File: src/rtl/cwp_pkg.sv
package cwp_pkg;
  typedef enum logic [2:0] {
    PS_IDLE,
    PS_ADDR,
    PS_CTRL,
    PS_ONE,
    PS_STREAM,
    PS_READ,
    PS_SKIP
  } parse_state_t;

  localparam int unsigned BYTE_W = 8;
  localparam int unsigned CO_BIT = 7;
  localparam int unsigned DC_BIT = 6;
endpackage

File: src/rtl/cwp_addr_match.sv
module cwp_addr_match
  import cwp_pkg::*;
#(
  parameter logic [4:0] FIXED_HI = 5'b01111
) (
  input  logic [BYTE_W-1:0] byte_i,
  input  logic [1:0]        sel_i,
  output logic              hit_o,
  output logic              rd_o
);
  logic [6:0] expect_addr;

  assign expect_addr = {FIXED_HI, sel_i};
  assign hit_o       = (byte_i[7:1] == expect_addr);
  assign rd_o        = byte_i[0];
endmodule

File: src/rtl/cwp_ptr.sv
module cwp_ptr #(
  parameter int unsigned DEPTH = 918,
  localparam int unsigned AW = (DEPTH > 1) ? $clog2(DEPTH) : 1
) (
  input  logic          clk,
  input  logic          rst_n,
  input  logic          adv_i,
  input  logic          load_i,
  input  logic [AW-1:0] load_val_i,
  output logic [AW-1:0] ptr_o
);
  localparam logic [AW-1:0] LAST = AW'(DEPTH - 1);

  always_ff @(posedge clk or negedge rst_n) begin
    if (!rst_n) begin
      ptr_o <= '0;
    end else if (load_i) begin
      ptr_o <= load_val_i;
    end else if (adv_i) begin
      ptr_o <= (ptr_o == LAST) ? '0 : ptr_o + AW'(1);
    end
  end


  ptr_adv_chk: assert property (@(posedge clk) disable iff (!rst_n)
    (adv_i && !load_i) |=> (ptr_o != $past(ptr_o)));


  ptr_load_chk: assert property (@(posedge clk) disable iff (!rst_n)
    load_i |=> (ptr_o == $past(load_val_i)));
endmodule

File: src/rtl/cwp_parse_fsm.sv
module cwp_parse_fsm
  import cwp_pkg::*;
(
  input  logic              clk,
  input  logic              rst_n,
  input  logic              start_i,
  input  logic              stop_i,
  input  logic              rx_valid_i,
  input  logic [BYTE_W-1:0] rx_data_i,
  input  logic              addr_hit_i,
  input  logic              addr_rd_i,
  input  logic              cmd_ready_i,
  output logic              rx_ready_o,
  output logic              cmd_valid_o,
  output logic              ram_we_o,
  output logic              ack_valid_o,
  output logic              ack_o,
  output logic              tx_valid_o,
  output logic              last_dc_o
);
  parse_state_t state_q, state_d;
  logic dc_q, dc_d;
  logic last_dc_d;
  logic evt, in_data, accept, ack_d;

  assign evt     = start_i | stop_i;
  assign in_data = (state_q == PS_ONE) || (state_q == PS_STREAM);

  always_comb begin
    rx_ready_o = !evt;
    if (in_data && !dc_q) begin
      rx_ready_o = !evt && cmd_ready_i;
    end
  end

  assign accept      = rx_valid_i && rx_ready_o;
  assign cmd_valid_o = rx_valid_i && !evt && in_data && !dc_q;
  assign ram_we_o    = accept && in_data && dc_q;
  assign tx_valid_o  = (state_q == PS_READ);

  always_comb begin
    state_d   = state_q;
    dc_d      = dc_q;
    last_dc_d = last_dc_o;
    ack_d     = 1'b0;
    if (start_i) begin
      state_d = PS_ADDR;
    end else if (stop_i) begin
      state_d = PS_IDLE;
    end else if (accept) begin
      unique case (state_q)
        PS_ADDR: begin
          ack_d = addr_hit_i;
          if (!addr_hit_i) state_d = PS_SKIP;
          else if (addr_rd_i) state_d = PS_READ;
          else state_d = PS_CTRL;
        end
        PS_CTRL: begin
          ack_d     = 1'b1;
          dc_d      = rx_data_i[DC_BIT];
          last_dc_d = rx_data_i[DC_BIT];
          state_d   = rx_data_i[CO_BIT] ? PS_ONE : PS_STREAM;
        end
        PS_ONE: begin
          ack_d   = 1'b1;
          state_d = PS_CTRL;
        end
        PS_STREAM: ack_d = 1'b1;
        default:   ack_d = 1'b0;
      endcase
    end
  end

  always_ff @(posedge clk or negedge rst_n) begin
    if (!rst_n) begin
      state_q     <= PS_IDLE;
      dc_q        <= 1'b0;
      last_dc_o   <= 1'b0;
      ack_valid_o <= 1'b0;
      ack_o       <= 1'b0;
    end else begin
      state_q     <= state_d;
      dc_q        <= dc_d;
      last_dc_o   <= last_dc_d;
      ack_valid_o <= accept;
      ack_o       <= ack_d;
    end
  end


  ack_after_accept_chk: assert property (@(posedge clk) disable iff (!rst_n)
    ack_valid_o |-> $past(rx_valid_i && rx_ready_o));


  route_excl_chk: assert property (@(posedge clk) disable iff (!rst_n)
    !(cmd_valid_o && ram_we_o));


  read_quiet_chk: assert property (@(posedge clk) disable iff (!rst_n)
    tx_valid_o |-> (!cmd_valid_o && !ram_we_o));


  stop_idle_chk: assert property (@(posedge clk) disable iff (!rst_n)
    (stop_i && !start_i) |=> (!tx_valid_o && !ack_valid_o));
endmodule

File: src/rtl/lcd_cmdword_parser.sv
module lcd_cmdword_parser
  import cwp_pkg::*;
#(
  parameter int unsigned RAM_DEPTH = 918,
  localparam int unsigned AW = (RAM_DEPTH > 1) ? $clog2(RAM_DEPTH) : 1
) (
  input  logic          clk,
  input  logic          rst_n,
  input  logic [1:0]    addr_sel_i,
  input  logic          start_i,
  input  logic          stop_i,
  input  logic          rx_valid_i,
  input  logic [7:0]    rx_data_i,
  output logic          rx_ready_o,
  output logic          ack_valid_o,
  output logic          ack_o,
  output logic          tx_valid_o,
  output logic [7:0]    tx_data_o,
  input  logic          tx_ready_i,
  input  logic [7:0]    status_i,
  output logic          cmd_valid_o,
  output logic [7:0]    cmd_data_o,
  input  logic          cmd_ready_i,
  output logic          ram_we_o,
  output logic [AW-1:0] ram_addr_o,
  output logic [7:0]    ram_wdata_o,
  input  logic [7:0]    ram_rdata_i,
  input  logic          ptr_load_i,
  input  logic [AW-1:0] ptr_load_val_i
);
  logic hit, rd, last_dc;

  cwp_addr_match u_match (
    .byte_i (rx_data_i),
    .sel_i  (addr_sel_i),
    .hit_o  (hit),
    .rd_o   (rd)
  );

  cwp_parse_fsm u_fsm (
    .clk         (clk),
    .rst_n       (rst_n),
    .start_i     (start_i),
    .stop_i      (stop_i),
    .rx_valid_i  (rx_valid_i),
    .rx_data_i   (rx_data_i),
    .addr_hit_i  (hit),
    .addr_rd_i   (rd),
    .cmd_ready_i (cmd_ready_i),
    .rx_ready_o  (rx_ready_o),
    .cmd_valid_o (cmd_valid_o),
    .ram_we_o    (ram_we_o),
    .ack_valid_o (ack_valid_o),
    .ack_o       (ack_o),
    .tx_valid_o  (tx_valid_o),
    .last_dc_o   (last_dc)
  );

  cwp_ptr #(.DEPTH(RAM_DEPTH)) u_ptr (
    .clk        (clk),
    .rst_n      (rst_n),
    .adv_i      (ram_we_o),
    .load_i     (ptr_load_i),
    .load_val_i (ptr_load_val_i),
    .ptr_o      (ram_addr_o)
  );

  assign cmd_data_o  = rx_data_i;
  assign ram_wdata_o = rx_data_i;
  assign tx_data_o   = last_dc ? ram_rdata_i : status_i;


  tx_hold_chk: assert property (@(posedge clk) disable iff (!rst_n)
    (tx_valid_o && !tx_ready_i && !start_i && !stop_i && !ptr_load_i)
      |=> $stable(tx_data_o) || !$stable(status_i) || !$stable(ram_rdata_i));
endmodule

File: config.mk
export PLATFORM = sky130hd
export DESIGN_NAME = lcd_cmdword_parser
export DESIGN_NICKNAME = d
export VERILOG_FILES = /design/src/rtl/cwp_pkg.sv /design/src/rtl/cwp_addr_match.sv /design/src/rtl/cwp_ptr.sv /design/src/rtl/cwp_parse_fsm.sv /design/src/rtl/lcd_cmdword_parser.sv
export SDC_FILE = /design/constraint.sdc
export NUM_CORES = 1
export LEC_CHECK = 0
export BUFFER_PORTS_ARGS = -buffer_cell sky130_fd_sc_hd__buf_4
export CORE_AREA = 3 3 60 62
export CTS_CLUSTER_DIAMETER = 150
export DETAILED_ROUTE_END_ITERATION = 12
export DIE_AREA = 0 0 63 65
export PLACE_DENSITY = 0.84
export SKIP_CTS_REPAIR_TIMING = 1
export SYNTH_ARGS = -nofsm -noshare
export SYNTH_HDL_FRONTEND = slang
export SYNTH_SLANG_ARGS = --single-unit
File: constraint.sdc
create_clock -name clk -period 2.1 [get_ports clk]
set_input_delay 0.21 -clock clk [delete_from_list [all_inputs] [get_ports clk]]
set_output_delay 0.21 -clock clk [all_outputs]
set_load 0.01 [all_outputs]
; ---- After elaboration in Yosys (flattened, before gate mapping)
; Cells that the tools add are included.
; W data, S select, Z words.
[classes]
n_addsub = 1
eq_ne = 7
mux = 16
bitwise = 3
reduce_logical = 17
[op_table]
columns = op, count
row1 = $mux W10, 3
row2 = $mux W3, 6
row3 = $add A10 B1 Y10 const B, 1
row4 = $eq A10 B10 Y1 const B, 1
row5 = $pmux W3 S3, 1
row6 = $logic_and A1 B1 Y1, 8
row7 = $mux W8, 1
row8 = $eq A7 B6 Y1, 1
row9 = $eq A3 B2 Y1 const B, 2
row10 = $eq A3 B3 Y1 const B, 2
row11 = $reduce_bool A5 Y1, 1
row12 = $mux W1, 4
row13 = $reduce_and A4 Y1, 1
row14 = $eq A3 B1 Y1 const B, 1
row15 = $reduce_bool A3 Y1, 1
row16 = $reduce_or A3 Y1, 1
row17 = $logic_not A1 Y1, 2
row18 = $not A1 Y1, 2
row19 = $pmux W1 S2, 1
row20 = $reduce_and A2 Y1, 1
row21 = $reduce_bool A2 Y1, 1
row22 = $logic_or A1 B1 Y1, 1
row23 = $or A1 B1 Y1, 1
[totals]
register_bits = 16
output_inout_bits = 40

; ---- Depth between registers and ports, before layout
; Gate-level depths: netlist of the first run.
[logic_depth]
word_depth = 9
ltp_mapped = 7

; ---- Cells and area by module
; A second synthesis of the first run with hierarchy kept.
[unflattened]
hier_cells = 156
hier_area_um2 = 1351.3
[by_module_without_submodules]
columns = mod, n_inst, cells_each, area_per_inst_um2
row1 = cwp_ptr, 1, 78, 641.9
row2 = cwp_parse_fsm, 1, 48, 414.1
row3 = lcd_cmdword_parser, 1, 25, 251.5
row4 = cwp_addr_match, 1, 5, 43.8

; ---- Worst setup path before layout of the first run
; Ideal clock, no wire load.
[synth_path]
path_type = flip-flop to flip-flop
startpoint = register u_ptr.ptr_o[0]
endpoint = register u_ptr.ptr_o[1]
t_arrival_ns = 1.567
slack_ns = 0.454
stages_incl_launch_ff = 6
path_buffers = 0
period_less_slack_ns = 1.646
path_cell_list = dfrtp_1 > ha_1 > and4_1 > a31oi_1 > nand3b_1 > a2bb2oi_1
[synth_via]
elab_chain_cells = 4
word_cells_on_any_way = 5
cone_classes = add/sub: 1 / eq/ne: 1 / mux: 3
[synth_lines]
columns = element, line
row1 = start: declaration, cwp_ptr.sv:10  ; output logic [AW-1:0] ptr_o
row2 = start signal: assignment, cwp_ptr.sv:18  ; ptr_o <= load_val_i;
row3 = start signal: assignment, cwp_ptr.sv:20  ; ptr_o <= (ptr_o == LAST) ? '0 : ptr_o + AW'(1);
row4 = $add A10 B1 Y10 / $eq A10 B10 Y1 (equally long branches), cwp_ptr.sv:20
row5 = $mux W10 *, cwp_ptr.sv:20
row6 = $mux W10 *, cwp_ptr.sv:19  ; end else if (adv_i) begin
row7 = $mux W10 *, cwp_ptr.sv:17  ; end else if (load_i) begin
; Mark *: on every way between the ends. The rest lies on a longest branch, timed or not. The select of a mux whose other input is x is not followed.
; A chain may end at the register's enable or synchronous reset.

; ---- Worst setup path after layout of the first run
[layout_path]
startpoint = register u_fsm.state_q[0]
endpoint = output ram_we_o
[layout_via]
elab_chain_cells = 7
word_cells_on_any_way = 8
cone_classes = eq/ne: 2 / mux: 1 / reduce/logical: 5
[layout_lines]
columns = element, line
row1 = start: declaration, cwp_parse_fsm.sv:21  ; parse_state_t state_q, state_d;
row2 = start signal: assignment, cwp_parse_fsm.sv:82  ; state_q <= state_d;
row3 = $eq A3 B2 Y1 / $eq A3 B3 Y1 (equally long branches), cwp_parse_fsm.sv:27  ; assign in_data = (state_q == PS_ONE) || (state_q == PS_STREAM);
row4 = $logic_or A1 B1 Y1 *, cwp_parse_fsm.sv:27
row5 = $logic_and A1 B1 Y1, cwp_parse_fsm.sv:31  ; if (in_data && !dc_q) begin
row6 = $mux W1, cwp_parse_fsm.sv:31
row7 = $logic_and A1 B1 Y1, cwp_parse_fsm.sv:36  ; assign accept = rx_valid_i && rx_ready_o;
row8 = $logic_and A1 B1 Y1 * (2 in a row), cwp_parse_fsm.sv:38  ; assign ram_we_o = accept && in_data && dc_q;
row9 = end: declaration, lcd_cmdword_parser.sv:24  ; output logic ram_we_o,
; Mark *: on every way between the ends. The rest lies on a longest branch, timed or not.

==> results, run 1 <==
- The clock reaches the later pin of the worst-skew pair after 0.28 ns.
- The final RePlAce weighted congestion is 0.878.
- At the placement stage, the worst setup path has a slack of 0.304 ns.
- Dividing total power by cell area gives a power density of 456 mW/mm^2.
- The class of the most critical hold timing path is primary input to register.
- The core region is 0.00308 mm^2.
- The number of global-route vias before repair is 1330.
- Power comes to 0.866 mW.
- The highest achievable clock rate is 0.528 GHz.
- The worst setup path is captured at a primary output.
- The slack of the worst reg-to-reg path is 0.28 ns.
- In the final layout, the share of cells above drive strength 1 is 48.6%.
- The headroom to the max-slew limit is 65.8%.
- For the pin with the worst max-slew slack, the measured transition is 0.509 ns.
- The count of buffers from port buffering is 82.
- The hold-critical path endpoint is u_ptr.ptr_o[5].
- Entering global routing, the biggest net connects 17 pins.
- The beginning of the worst register-to-register path is u_fsm.state_q[1].
- The max-cap check violation count is 0.
- The tree is rooted in a sky130_fd_sc_hd__clkbuf_4.
- Sequential elements use 30.7% of the synthesized area.
- The detailed router finished its first iteration with 74 violations.
- The final number of max-transition violations was 0.
- The worst flop-to-flop path endpoint is u_ptr.ptr_o[6].
- STA puts the critical path data required time at 1.89 ns.
- After floorplanning, the core was divided into 20 placement rows.
- The number of design rule violations left after detail routing is 0.
- Counting flops with a built-in enable in the synthesized netlist gives 0.
- The initial antenna violation count is 0.
- The final sum of negative setup slack is 0 ns.
- By startpoint and endpoint, the worst setup path is classified as register to primary output.
- The netlist uses 43 different library cells.
- The routed length per placed instance is 13.9 um.
- The flow ran to the end, and the final reports show no timing, DRC or antenna violations.
- The number of nets handed over by synthesis was 196.
- After clock tree synthesis, the clock-pin slew on the worst setup and hold paths is 0.09 ns.
- Counting every instance in the synthesized netlist gives 150.
- The relative area change from synthesis to final layout is 45.9%.
- Along the worst hold path, the cell count comes to 3.
- The period utilization is 90.2%.
- The fraction of registers with async set or reset after synthesis is 100%.
- The most common library cell in the layout ignoring fill and taps is sky130_fd_sc_hd__buf_4.
- STA classifies the critical path startpoint as a register.
- IR analysis of the VDD net gives a maximum drop of 0.270 mV.
- The clock net in this run drives a total of 16 sinks.
- The number of placed instances, taps included, is 260.
- Once the floorplan was initialized, standard cells occupied 42.4% of the core.
- The number of vias per cell is 5.34.
- The total standard cell area after synthesis is 0.00130 mm^2.
- The startpoint identified for the worst hold timing path is ptr_load_val_i[5].
- The detailed placer's ending HPWL is 2940 um.
- The die area is 0.00410 mm^2.
- In the layout the commonest cells are sky130_fd_sc_hd__buf_4 (87), sky130_fd_sc_hd__dfrtp_1 (16), sky130_fd_sc_hd__nand2_1 (12).
- The final global-route overflow total is 0.
- The total number of yosys warnings is 0.
- For this block, the routed nets add up to 3670 um of wire.
- The average cell area after synthesis is 8.69 um^2.
- The width of the die is 63 um.
- The number of vias after detailed routing is 1411.
- At the worst endpoint, the arrival time is 1.68 ns.
- Global routing used 18.1% of the available tracks across all layers.
- Setup repair after global routing left no endpoint under its margin.
- The register bit count reported by yosys is 16.
- The number of cell instances on the worst register-to-register path is 4.
- The number of buffers between clock root and the deepest sink is 2.
- The iteration count of the initial detailed-routing pass is 4.
- The clock tree from TritonCTS is yes.
- In this run the worst path has a maximum fanout of 11.
- The setup violation total in the final timing report is 0.
- In this run the number of H-tree levels came out at 1.
- The post-layout net count is 268.
- The die span in y is 65 um.
- Fill cells in the final layout number 292.
- The number of antenna diodes in the final layout is 0.
- The clock tree skew after final layout is 0.00529 ns.
- The boundary pin count is 84.
- The antenna violation net count after detailed routing is 0.
- For this run, the number of standard cells in the final layout without fillers is 264.
- The prevailing post-synth register cell is sky130_fd_sc_hd__dfrtp_1.
- The static power due to leakage is 0.870 nW.
- The shortest clock period the worst path allows after layout is 1.89 ns.
- The number of endpoints with negative hold slack in the final report is 0.
- The global-route wire length before repair is 5970 um.
- The post-route worst setup slack is 0.205 ns.
- The clock buffer count from CTS is 3.
[stage by stage]
| step | instance area, um^2 | hold WS (ns) | utilization (%) |
|---|---|---|---|
| floorplan | 1300 | -0.0856 | - |
| global placement | 1860 | 0.0839 | 60.4 |
| detailed placement | 1860 | 0.0822 | 60.4 |
| CTS | 1880 | -0.240 | 61.2 |
| global route | 1900 | 0.127 | 61.8 |
| finish | 1900 | 0.134 | 61.8 |
[synth_stat cells (2+ instances only)]
cell type | count | share of area, %
sky130_fd_sc_hd__o211ai_1 | 6 | 3.5
sky130_fd_sc_hd__and4_1 | 2 | 1.3
sky130_fd_sc_hd__and3_1 | 2 | 0.96
sky130_fd_sc_hd__nand3_1 | 11 | 4.2
sky130_fd_sc_hd__nor2_1 | 7 | 2.0
sky130_fd_sc_hd__a21oi_1 | 4 | 1.5
sky130_fd_sc_hd__o31ai_1 | 2 | 1.2
sky130_fd_sc_hd__buf_4 | 17 | 9.8
sky130_fd_sc_hd__nor3b_2 | 2 | 1.9
sky130_fd_sc_hd__xor2_1 | 2 | 1.3
sky130_fd_sc_hd__nor3b_1 | 3 | 1.7
sky130_fd_sc_hd__o21ai_0 | 5 | 1.9
sky130_fd_sc_hd__nor3_1 | 6 | 2.3
sky130_fd_sc_hd__ha_1 | 2 | 1.9
sky130_fd_sc_hd__inv_1 | 3 | 0.86
sky130_fd_sc_hd__nand4_1 | 4 | 1.9
sky130_fd_sc_hd__mux2_2 | 9 | 7.8
sky130_fd_sc_hd__o41ai_1 | 2 | 1.3
sky130_fd_sc_hd__nor2b_1 | 3 | 1.4
sky130_fd_sc_hd__a32oi_1 | 2 | 1.3
sky130_fd_sc_hd__a31oi_1 | 4 | 1.9
sky130_fd_sc_hd__dfrtp_1 | 16 | 31
sky130_fd_sc_hd__nand2_1 | 12 | 3.5
sky130_fd_sc_hd__nor4_1 | 2 | 0.96
sky130_fd_sc_hd__or2_2 | 3 | 1.4
sky130_fd_sc_hd__a2bb2oi_1 | 2 | 1.3
[how the worst max path moves through the flow]
stage / slack, ns / cells past startpoint / start / endpoint
finish: 0.21 / 4 / u_fsm.state_q[0] / ram_we_o
global route: 0.06 / 4 / u_fsm.state_q[0] / ram_we_o
CTS: 0.12 / 4 / u_fsm.state_q[0] / ram_we_o
detailed placement: 0.30 / 4 / u_fsm.state_q[1] / u_ptr.ptr_o[6]
global placement: 0.33 / 4 / u_fsm.state_q[1] / u_ptr.ptr_o[6]
floorplan: 0.45 / 5 / u_ptr.ptr_o[0] / u_ptr.ptr_o[1]
[metal layers]
layer | routed length, um | part of all wire [%] | up-vias | GRT usage, %
met1 | 1500 | 41 | 648 | 22.3
met4 | 23 | 0.63 | 0 | 6.06
li1 | - | - | 698 | -
met5 | 0 | 0 | - | 0
met2 | 1880 | 51 | 61 | 31.2
met3 | 263 | 7.2 | 4 | 3.99
[final cells by class]
cell class                 count  area [um^2]  share of cell area [%]
sequential                    16          400                    21.1
timing repair buffer          88          663                    34.9
tap                           44         55.1                    2.89
inverter                       5         18.8                   0.987
clock buffer                   3         22.5                    1.18
multi-input combinational    108          742                    39.0
[logic make-up after synthesis]
kind of cell	share of synthesized area, %
and+or+nand+nor	26.8
AOI/OAI and AO/OA	18.4
buffers and inverters	13.1
DFF	30.7
adders and majority gates	1.92
xor gates and xnor gates	1.34
muxes	7.77
[worst max-delay path: stages, from the launching register on]
cell                       delay, ns
sky130_fd_sc_hd__dfrtp_1        0.49
sky130_fd_sc_hd__and3b_1        0.27
sky130_fd_sc_hd__o211ai_4       0.29
sky130_fd_sc_hd__inv_2          0.16
sky130_fd_sc_hd__buf_4          0.18
[power by group]
part | total, mW | leakage [nW] | switching, mW | internal, mW
combinational | 0.329 | 0.661 | 0.141 | 0.188
sequential | 0.380 | 0.195 | 0.0464 | 0.334
clock | 0.157 | 0.0138 | 0.0903 | 0.0666
total | 0.866 | 0.870 | 0.278 | 0.589
[state kept, by name, indices dropped and copies added, names as in the netlist]
register / flops
u_fsm.ack_valid_o: 1
u_fsm.ack_o: 1
u_ptr.ptr_o: 10
u_fsm.last_dc_o: 1
u_fsm.state_q: 3
No activity file was read; power rests on OpenSTA's default activity.
==> inputs of run 2 (changes only) <==
--- a/config.mk
+++ b/config.mk
@@ -6,11 +6,12 @@
 export NUM_CORES = 1
 export LEC_CHECK = 0
 export BUFFER_PORTS_ARGS = -buffer_cell sky130_fd_sc_hd__buf_4
-export CORE_AREA = 3 3 60 62
+export CORE_AREA = 3 3 62 64
+export CTS_BUF_LIST = sky130_fd_sc_hd__clkbuf_4 sky130_fd_sc_hd__clkbuf_8 sky130_fd_sc_hd__clkbuf_16
 export CTS_CLUSTER_DIAMETER = 150
 export DETAILED_ROUTE_END_ITERATION = 12
-export DIE_AREA = 0 0 63 65
-export PLACE_DENSITY = 0.84
+export DIE_AREA = 0 0 65 67
+export PLACE_DENSITY = 0.79
 export SKIP_CTS_REPAIR_TIMING = 1
 export SYNTH_ARGS = -nofsm -noshare
 export SYNTH_HDL_FRONTEND = slang
==> run 2 against run 1 <==
Effect of this change:
- worst hold slack better by 0.0066 ns
- sequential cell count unchanged
- first-iteration DRC count up 97%
- count of clock-buffer cells in the layout unchanged
- total power up 0.78%
- setup slack worse by 0.072 ns
- global-route usage down 0.91 points
- combinational power about the same
- maximum frequency down 3.7%
- critical path type unchanged
- critical endpoint unchanged
- largest cell class unchanged
==> results, run 2 (synthesized netlist as in run 1, its figures left out) <==
- Registers with the most flip-flops: u_ptr.ptr_o (10), u_fsm.state_q (3) (unchanged).
- The number of sinks driven by the clock tree came to 16 (unchanged).
- The final cell count without fillers is 267 (was 264).
- The detailed placer's ending HPWL was 3000 um (was 2940 um).
- The final RePlAce weighted congestion is 0.880 (was 0.878).
- The cell seen most often among critical-path stages is sky130_fd_sc_hd__buf_4.
- The maximum level of the CTS H-tree is 1 (unchanged).
- The type of destination of the critical path is a primary output (unchanged).
- The number of flip-flops under the largest register name is 10 (unchanged).
- The number of vias per cell came to 5.39 (was 5.34).
- The die area is 0.00436 mm^2 (was 0.00410 mm^2).
- The relative area change from synthesis to final layout came to 46.0% (was 45.9%).
- The actual transition at the worst max-transition pin is 0.462 ns (was 0.509 ns).
- The most common library cell in the layout ignoring fill and taps is sky130_fd_sc_hd__buf_4 (unchanged).
- Commonest cells after routing, fill and taps aside: sky130_fd_sc_hd__buf_4 (88), sky130_fd_sc_hd__dfrtp_1 (16), sky130_fd_sc_hd__nand2_1 (12) (was sky130_fd_sc_hd__buf_4 (87), sky130_fd_sc_hd__dfrtp_1 (16), sky130_fd_sc_hd__nand2_1 (12)).
- The routed length per placed instance was 14.1 um (was 13.9 um).
- The all-layer global routing usage is 17.2% (was 18.1%).
- The root buffer cell is sky130_fd_sc_hd__clkbuf_4 (unchanged).
- The highest achievable clock rate came to 0.508 GHz (was 0.528 GHz).
- The shortest clock period the worst path allows after layout is 1.97 ns (was 1.89 ns).
- The maximum number of pins on one net before global-route repair was 17 (unchanged).
- The count of buffering cells on the critical path with inverters included is 3 (was 2).
- The worst slack on hold paths is 0.141 ns (was 0.134 ns).
- The detailed router's first-iteration violation count is 146 (was 74).
- The static power due to leakage is 0.881 nW (was 0.870 nW).
- The maximum resistive drop on vdd is 0.193 mV (was 0.270 mV).
- The global-route wire length before repair is 5930 um (was 5970 um).
- The total power is 0.873 mW (was 0.866 mW).
- The antenna cell count is 0 (unchanged).
- The slowest library cell on the worst path is sky130_fd_sc_hd__dfrtp_1 (unchanged).
- The required time reported for the critical path endpoint is 1.89 ns (about the same).
- The post-layout net count is 269 (was 268).
- The kind of start point of the critical path is a register (unchanged).
- The period utilization is 93.7% (was 90.2%).
- The total wire length after detailed routing came to 3760 um (was 3670 um).
- The clock tree from TritonCTS is yes (unchanged).
- The iteration count of the initial detailed-routing pass is 4 (unchanged).
- The clock insertion delay at the later pin of the skew report came to 0.28 ns (about the same).
- The width of the die is 65 um (was 63 um).
- The class of the most critical hold timing path was primary input to register (unchanged).
- The setup violation total in the final timing report is 0 (unchanged).
- The share of layout cells above drive strength 1 came to 48.9% (was 48.6%).
- The number of placed instances with taps included is 263 (was 260).
- The initial antenna violation count came to 0 (unchanged).
- The delay of the slowest cell on the worst path came to 0.50 ns (was 0.49 ns).
- The headroom to the max-slew limit is 68.9% (was 65.8%).
- CP Cell Sequence: nor3b_2 -> o211ai_2 -> buf_4 -> inv_2 -> buf_4 (was and3b_1 -> o211ai_4 -> inv_2 -> buf_4).
- The final global-route overflow total is 0 (unchanged).
- The count of buffers from port buffering came to 82 (unchanged).
- The final number of max-transition violations is 0 (unchanged).
- The area of the placeable core is 0.00334 mm^2 (was 0.00308 mm^2).
- The max-cap check violation count came to 0 (unchanged).
- The number of design rule violations left after detail routing is 0 (unchanged).
- The die span in y is 67 um (was 65 um).
- The number of global-route vias before repair was 1352 (was 1330).
- The register clock-pin slew on the reported worst setup and hold paths came to 0.09 ns (about the same).
- The kind of cell adding the most delay to the critical path was buffers and inverters (was flip-flops).
- The register with the most flip-flops is u_ptr.ptr_o (unchanged).
- The boundary pin count is 84 (unchanged).
- The number of endpoints with negative hold slack in the final report is 0 (unchanged).
- The clock buffer count from CTS is 3 (unchanged).
- The kind of critical path is register to primary output (unchanged).
- Unrepaired setup endpoints after global routing: false (unchanged).
- The number of vias after detailed routing is 1438 (was 1411).
- The number of rows created at floorplan is 21 (was 20).
- The largest fanout on the critical path is 11 (unchanged).
- The worst path arrival time was 1.76 ns (was 1.68 ns).
- The number of buffers between clock root and the deepest sink is 2 (unchanged).
- The antenna violation net count after detailed routing is 0 (unchanged).
- The final sum of negative setup slack came to 0 ns (unchanged).
- Status: finished clean (unchanged).
- The areal power density over the cells came to 459 mW/mm^2 (was 456 mW/mm^2).
- The effective utilization at floorplan is 39.1% (was 42.4%).
- The clock tree skew after final layout is 0.00220 ns (was 0.00529 ns).
run 2: cell count changes in the layout (fill, tap and decap cells not counted):
cell / previous run / this run
sky130_fd_sc_hd__o211ai_2: 0 / 1
sky130_fd_sc_hd__o211ai_4: 1 / 0
sky130_fd_sc_hd__buf_4: 87 / 88
run 2: stage by stage:
stage               utilization [%]  cell area, um^2  worst slack (ns)
finish                         57.0             1900             0.133
global route                   57.0             1900            0.0212
CTS                            56.7             1890             0.130
detailed placement             56.1             1870             0.353
global placement               56.1             1870             0.383
floorplan                         -             1300             0.454
run 2: where the power goes:
group | switching (mW) | internal (mW)
clock | 0.0960 | 0.0666
sequential | 0.0467 | 0.334
combinational | 0.140 | 0.190
total | 0.283 | 0.591
run 2: final timing paths:
check                             startpoint        endpoint  slack [ns]  cells after the start
setup reg to reg            u_fsm.state_q[1]  u_ptr.ptr_o[4]        0.34                      5
max in group asynchronous              rst_n  u_ptr.ptr_o[2]        1.60                      2
min in group asynchronous              rst_n  u_ptr.ptr_o[9]        0.31                      2
hold reg to reg               u_ptr.ptr_o[8]  u_ptr.ptr_o[8]        0.62                      2
setup / recovery            u_fsm.state_q[1]        ram_we_o        0.13                      5
hold / removal             ptr_load_val_i[7]  u_ptr.ptr_o[7]        0.14                      3
run 2: cell type report:
type | count | area, um^2
clock buffers | 3 | 22.5
well taps | 46 | 57.6
repair buffers | 89 | 671
multi-input cells | 108 | 733
flip-flops and latches | 16 | 400
fillers | 304 | 1430
inverters | 5 | 18.8
run 2: worst min-delay path: stages:
cell                      delay, ns
sky130_fd_sc_hd__buf_4         0.08
sky130_fd_sc_hd__a32oi_1       0.04
sky130_fd_sc_hd__o21ai_0       0.06
run 2: layer usage:
layer	GRT usage (%)	part of all wire, %	wire (um)	vias to the layer above
met5	0	0	0	-
met4	5.28	0.56	21	0
met3	3.88	9.2	346	2
li1	-	-	-	686
met2	29.4	48	1820	75
met1	21.4	42	1570	675
